===== src/rtl/bfw_pkg.sv =====
package bfw_pkg;
  localparam int W  = 16;
  localparam int OW = $clog2(W);
  localparam int W2 = 2 * W;

  typedef logic [W-1:0]  word_t;
  typedef logic [OW-1:0] idx_t;
  typedef logic [W2-1:0] win_t;

  typedef enum logic [2:0] {
    ST_IDLE, ST_RD_LO, ST_GET_LO, ST_GET_HI, ST_WR_LO, ST_WR_HI, ST_FIN
  } st_t;

  // ones in the low (lc+1) positions
  function automatic word_t field_mask(idx_t lc);
    int   n;
    win_t m;
    n = int'(lc) + 1;
    m = (win_t'(1) << n) - win_t'(1);
    return m[W-1:0];
  endfunction

  function automatic word_t pull_field(win_t win, idx_t off, idx_t lc);
    win_t s;
    s = win >> off;
    return s[W-1:0] & field_mask(lc);
  endfunction

  function automatic win_t blend(win_t win, idx_t off, idx_t lc, word_t acc);
    win_t m;
    win_t d;
    m = win_t'(field_mask(lc)) << off;
    d = win_t'(acc & field_mask(lc)) << off;
    return (win & ~m) | d;
  endfunction
endpackage


===== src/rtl/bfw_cursor.sv =====
module bfw_cursor
  import bfw_pkg::*;
#(
  parameter int AW = 16
) (
  input  idx_t          off,
  input  idx_t          lc,
  input  logic [AW-1:0] ptr,
  output idx_t          off_next,
  output logic [AW-1:0] ptr_next,
  output logic          wrap,
  output logic          span
);
  logic [OW:0] sum;

  always_comb begin
    sum      = {1'b0, off} + {1'b0, lc} + (OW+1)'(1);
    off_next = sum[OW-1:0];
    wrap     = sum[OW];
    span     = sum[OW] && (sum[OW-1:0] != '0);
    ptr_next = wrap ? ptr + AW'(2) : ptr;
  end
endmodule


===== src/rtl/bfw_field.sv =====
module bfw_field
  import bfw_pkg::*;
(
  input  word_t lo,
  input  word_t hi,
  input  idx_t  off,
  input  idx_t  lc,
  input  word_t acc,
  output word_t xval,
  output word_t new_lo,
  output word_t new_hi
);
  win_t merged;

  always_comb begin
    xval   = pull_field({hi, lo}, off, lc);
    merged = blend({hi, lo}, off, lc, acc);
    new_lo = merged[W-1:0];
    new_hi = merged[W2-1:W];
  end
endmodule


===== src/rtl/bitfield_walker.sv =====
module bitfield_walker
  import bfw_pkg::*;
#(
  parameter int AW = 16
) (
  input  logic          clk,
  input  logic          rst_n,
  input  logic          start,
  input  logic          op_insert,
  input  logic [3:0]    off_in,
  input  logic [3:0]    len_code,
  input  logic [15:0]   acc_in,
  input  logic [AW-1:0] ptr_in,
  output logic          busy,
  output logic          done,
  output logic [3:0]    offset_out,
  output logic [AW-1:0] ptr_out,
  output logic [15:0]   acc_out,
  output logic          mem_req,
  output logic          mem_we,
  output logic [AW-1:0] mem_addr,
  output logic [15:0]   mem_wdata,
  input  logic [15:0]   mem_rdata
);
  st_t           st, st_nx;
  logic          op_q;
  idx_t          off_q, lc_q;
  word_t         acc_q, lo_q, hi_q;
  logic [AW-1:0] ptr_q, ptr_hi;
  idx_t          off_next;
  logic [AW-1:0] ptr_next;
  logic          wrap, span;
  word_t         xval, new_lo, new_hi;

  bfw_cursor #(.AW(AW)) u_cursor (
    .off(off_q), .lc(lc_q), .ptr(ptr_q),
    .off_next(off_next), .ptr_next(ptr_next), .wrap(wrap), .span(span)
  );

  bfw_field u_field (
    .lo(lo_q), .hi(hi_q), .off(off_q), .lc(lc_q), .acc(acc_q),
    .xval(xval), .new_lo(new_lo), .new_hi(new_hi)
  );

  assign ptr_hi = ptr_q + AW'(2);
  assign busy   = (st != ST_IDLE);

  always_comb begin
    mem_req   = (st == ST_RD_LO) || (st == ST_GET_LO && span) ||
                (st == ST_WR_LO) || (st == ST_WR_HI);
    mem_we    = (st == ST_WR_LO) || (st == ST_WR_HI);
    mem_addr  = (st == ST_GET_LO || st == ST_WR_HI) ? ptr_hi : ptr_q;
    mem_wdata = (st == ST_WR_HI) ? new_hi : new_lo;
  end

  always_comb begin
    st_nx = st;
    case (st)
      ST_IDLE:   if (start) st_nx = ST_RD_LO;
      ST_RD_LO:  st_nx = ST_GET_LO;
      ST_GET_LO: st_nx = span ? ST_GET_HI : (op_q ? ST_WR_LO : ST_FIN);
      ST_GET_HI: st_nx = op_q ? ST_WR_LO : ST_FIN;
      ST_WR_LO:  st_nx = span ? ST_WR_HI : ST_FIN;
      ST_WR_HI:  st_nx = ST_FIN;
      ST_FIN:    st_nx = ST_IDLE;
      default:   st_nx = ST_IDLE;
    endcase
  end

  always_ff @(posedge clk or negedge rst_n) begin
    if (!rst_n) begin
      st         <= ST_IDLE;
      op_q       <= 1'b0;
      off_q      <= '0;
      lc_q       <= '0;
      acc_q      <= '0;
      ptr_q      <= '0;
      lo_q       <= '0;
      hi_q       <= '0;
      done       <= 1'b0;
      offset_out <= '0;
      ptr_out    <= '0;
      acc_out    <= '0;
    end else begin
      st   <= st_nx;
      done <= (st == ST_FIN);
      if (st == ST_IDLE && start) begin
        op_q  <= op_insert;
        off_q <= off_in;
        lc_q  <= len_code;
        acc_q <= acc_in;
        ptr_q <= ptr_in;
        hi_q  <= '0;
      end
      if (st == ST_GET_LO) lo_q <= mem_rdata;
      if (st == ST_GET_HI) hi_q <= mem_rdata;
      if (st == ST_FIN) begin
        offset_out <= off_next;
        ptr_out    <= ptr_next;
        acc_out    <= op_q ? acc_q : xval;
      end
    end
  end

  // completion is a lone pulse, seen only once the engine is idle again
  p_done_pulse_r6: assert property (@(posedge clk) disable iff (!rst_n)
    done |=> !done);
  p_done_idle_r6: assert property (@(posedge clk) disable iff (!rst_n)
    done |-> !busy);
  p_accept_r6: assert property (@(posedge clk) disable iff (!rst_n)
    (start && !busy) |=> busy);
  // a write is always a real access, and only an insert writes
  p_we_has_req_r5: assert property (@(posedge clk) disable iff (!rst_n)
    mem_we |-> mem_req);
  p_extract_no_write_r7: assert property (@(posedge clk) disable iff (!rst_n)
    (busy && !op_q) |-> !mem_we);
  p_insert_acc_r7: assert property (@(posedge clk) disable iff (!rst_n)
    (done && op_q) |-> (acc_out == acc_q));
  // pointer moves exactly when the offset did not grow
  p_ptr_wrap_r4: assert property (@(posedge clk) disable iff (!rst_n)
    done |-> ((ptr_out != ptr_q) == (offset_out <= off_q)));
  p_ptr_step_r4: assert property (@(posedge clk) disable iff (!rst_n)
    done |-> ((ptr_out == ptr_q) || (ptr_out == ptr_q + AW'(2))));
endmodule


===== config.mk =====
export PLATFORM = sky130hd
export DESIGN_NAME = bitfield_walker
export DESIGN_NICKNAME = d
export VERILOG_FILES = /design/src/rtl/bfw_pkg.sv /design/src/rtl/bfw_cursor.sv /design/src/rtl/bfw_field.sv /design/src/rtl/bitfield_walker.sv
export SDC_FILE = /design/constraint.sdc
export NUM_CORES = 1
export LEC_CHECK = 0
export BUFFER_PORTS_ARGS = -buffer_cell sky130_fd_sc_hd__buf_4
export CAP_MARGIN = 20
export CELL_PAD_IN_SITES_DETAIL_PLACEMENT = 0
export CELL_PAD_IN_SITES_GLOBAL_PLACEMENT = 1
export CORE_UTILIZATION = 44
export DETAILED_ROUTE_END_ITERATION = 10
export PLACE_DENSITY = 0.89
export SLEW_MARGIN = 40
export SYNTH_ARGS = -nofsm -noshare
export SYNTH_HDL_FRONTEND = slang
export SYNTH_SLANG_ARGS = --single-unit

===== constraint.sdc =====
create_clock -name clk -period 4.9 [get_ports clk]
set_clock_uncertainty 0.15 [all_clocks]
set_input_delay 0.735 -clock clk [delete_from_list [all_inputs] [get_ports clk]]
set_output_delay 0.735 -clock clk [all_outputs]
set_load 0.05 [all_outputs]

==> run_results.csv <==
group,metric,value,unit
place,gp_congestion,0.955,
timing,worst_pin_slew,953,ps
finish,regArea,0.00283,mm²
timing,finalSetupViolations,0,
global_routing,grt_pass1_vias,7875,
cts,clkSlewWorstSetupHoldPaths,50,ps
floorplan,die_y,144,µm
synth,synthArstFlopShare,1.00,
setup_path,required,4010,ps
synth,yosys_warnings,0,
finish,fin_nets,1186,
synth,ys_seq_elements,113,
synth,yosysSeqAreaShare,0.317,
timing,final-max-slew-violation-count,0,
cts,cts_sinks,113,
setup_path,path_class,"register to primary output",
timing,relSlewSlack,0.348,
cts,cts_root_buf,"clkbuf_16",
synth,netlist.area_leader.share,0.317,
synth,yosysMostFrequentCell,"nand2_1",
floorplan,placementRows,51,
finish,multi_input_area,0.00565,mm²
setup_path,startpoint_type,"register",
synth,synth_top_area_cell,"dfrtp_1",
finish,layout-drive-gt1-share,0.246,
place,portBuffers,131,
floorplan,start_util,0.454,
timing,rsz0062_at_grt,"false",
global_routing,grt_pass1_wl,46200,µm
setup_path,startpoint,"lc_q[2]",
worst_hold_path,min_path_type,"input port to async pin",
place,post-place-cells,1365,
global_routing,grt_max_degree,75,
status,status,"completed",
synth,synthCells,1037,
setup_path,end_kind,"primary output",
place,dp_hpwl,22300,µm
synth,synth_commonest_cells,"nand2_1, dfrtp_1, o21ai_0",
synth,synth_area_leaders,"dfrtp_1, mux4_2, nand2_1",
detailed_routing,final_antenna_net_count,0,
timing,setup-tns-final,0,ps
synth,syn_area,0.00891,mm²
floorplan,die_x,144,µm
floorplan,core-area,0.0197,mm²
synth,ys.flop_type,"dfrtp_1",
detailed_routing,drt_iter0_drc,1106,
detailed_routing,post-route-drc-count,0,
job,cap_violations,0,
finish,final_cells,1396,
finish,stdcell_area,0.0106,mm²
timing,timing.final.crit_share,0.947,
timing,fmax,216,MHz
setup_path,critical_path_arrival,3750,ps
cts,postCtsHoldBufs,0,
synth,syn_area_per_cell,8.60,µm²
timing,finalHoldViolCount,0,
cts,clockBufferDepth,2,
cts,cts_tree,"yes",
detailed_routing,vias,8737,
finish,diodes,0,
setup_path,worst_r2r_path_depth,8,
cts,post-cts-setup-buffers,0,
setup_path,worstReg2RegStart,"off_q[0]",
detailed_routing,drtPass1Iterations,7,
timing,period_needed,4640,ps
cts,clock_latency,420,ps
detailed_routing,vias_per_cell,6.26,
synth,synth.distinct_cells,86,
synth,synth_edf_count,0,
floorplan,die-area,0.0208,mm²
detailed_routing,wl_per_cell,21.9,µm
global_routing,track_usage,0.298,
place,placed_cell_area,0.0100,mm²
setup_path,r2r_slack,1600,ps
setup_path,cp_max_fo,24,
finish,syn_to_final_growth,19.1,%
cts,cts_made_buffers,17,
finish,fill_cells,1888,
setup_path,r2r-end,"acc_out[7]",
floorplan,boundaryPins,132,
global_routing,grt-ovfl-total,0,
cts,htree_levels,4,
detailed_routing,wl,30600,µm
synth,syn_nets,1104,
cts,cts_resized,0,
global_routing,antenna_found_initial,0,
## area by class of cell
cell class,instances,area share
flip-flops and latches,113,0.267
inverters,24,0.00849
multi-input cells,813,0.532
repair buffers,150,0.106
clock buffers,21,0.0443
well taps,265,0.0312
clock inverters,10,0.0104
## registers in the layout, summed over array words and instances (netlist names)
signal	count
acc_out	16
acc_q	16
hi_q	16
lo_q	16
ptr_out	16
ptr_q	16
lc_q	4
off_q	4
offset_out	4
st	3
done	1
op_q	1
## worst max-delay path: stages (launching register included)
cell and delay [ps]:
dfrtp_1 380, nor2_2 240, nand3_1 120, ha_1 310
buf_4 260, and4bb_1 380, o211ai_1 110, and3_1 220
or2_1 250, a21o_1 180, and3_1 160, a311oi_1 430
buf_4 290
## how the worst max path moves through the flow
stage / endpoint / slack [ps] / cells after the start
after floorplan: mem_wdata[1] / 90 / 15
after global placement: mem_wdata[14] / 750 / 12
after CTS: mem_wdata[1] / 250 / 12
after detailed placement: mem_wdata[14] / 710 / 12
final: mem_wdata[14] / 260 / 12
after global routing: mem_wdata[1] / 100 / 12
## cells in the final DEF, fill, tap and decap left out, types with 8 or more instances in the layout
cell type and n:
nand2_1 159, a211oi_1 16, o21ai_0 90, mux4_2 27, dfrtp_1 110, a22oi_1 8, mux2i_1 31, nand4_1 10
a2111oi_0 8, nand3_1 30, and2_1 10, buf_4 149, nor2_1 68, o211ai_1 16, o21a_1 10, o21ai_1 13
nor3_1 8, and3_1 12, xor2_1 12, clkbuf_16 17, mux2_2 50, xnor2_1 22, a21oi_1 53, inv_1 21
## per-layer routing
metal | track usage | up-vias | part of all wire | wire length (µm)
met3 | 0.0593 | 68 | 0.080 | 2460
met5 | 0 | - | 0 | 0
met2 | 0.441 | 471 | 0.45 | 13800
met1 | 0.423 | 4196 | 0.43 | 13300
met4 | 0.120 | 0 | 0.034 | 1060
li1 | - | 4002 | - | -
## kinds of logic after synthesis
group           synth area share
fa+ha+maj                 0.0107
buf+inv                   0.0525
flops                      0.317
compound gates             0.234
other cells             0.000421
simple gates               0.186
mux                        0.166
xor+xnor                  0.0334
## per-stage QoR
step	hold slack (ps)	util	setup WS (ps)
after floorplan	289	-	93.2
after global placement	314	0.510	748
after detailed placement	322	0.510	712
after CTS	208	0.540	248
after global routing	220	0.540	102
final	192	0.540	261
Power is left out: the tool's default activity adds up to more than one toggle a clock period on the data nets, which glitch-free logic cannot reach.
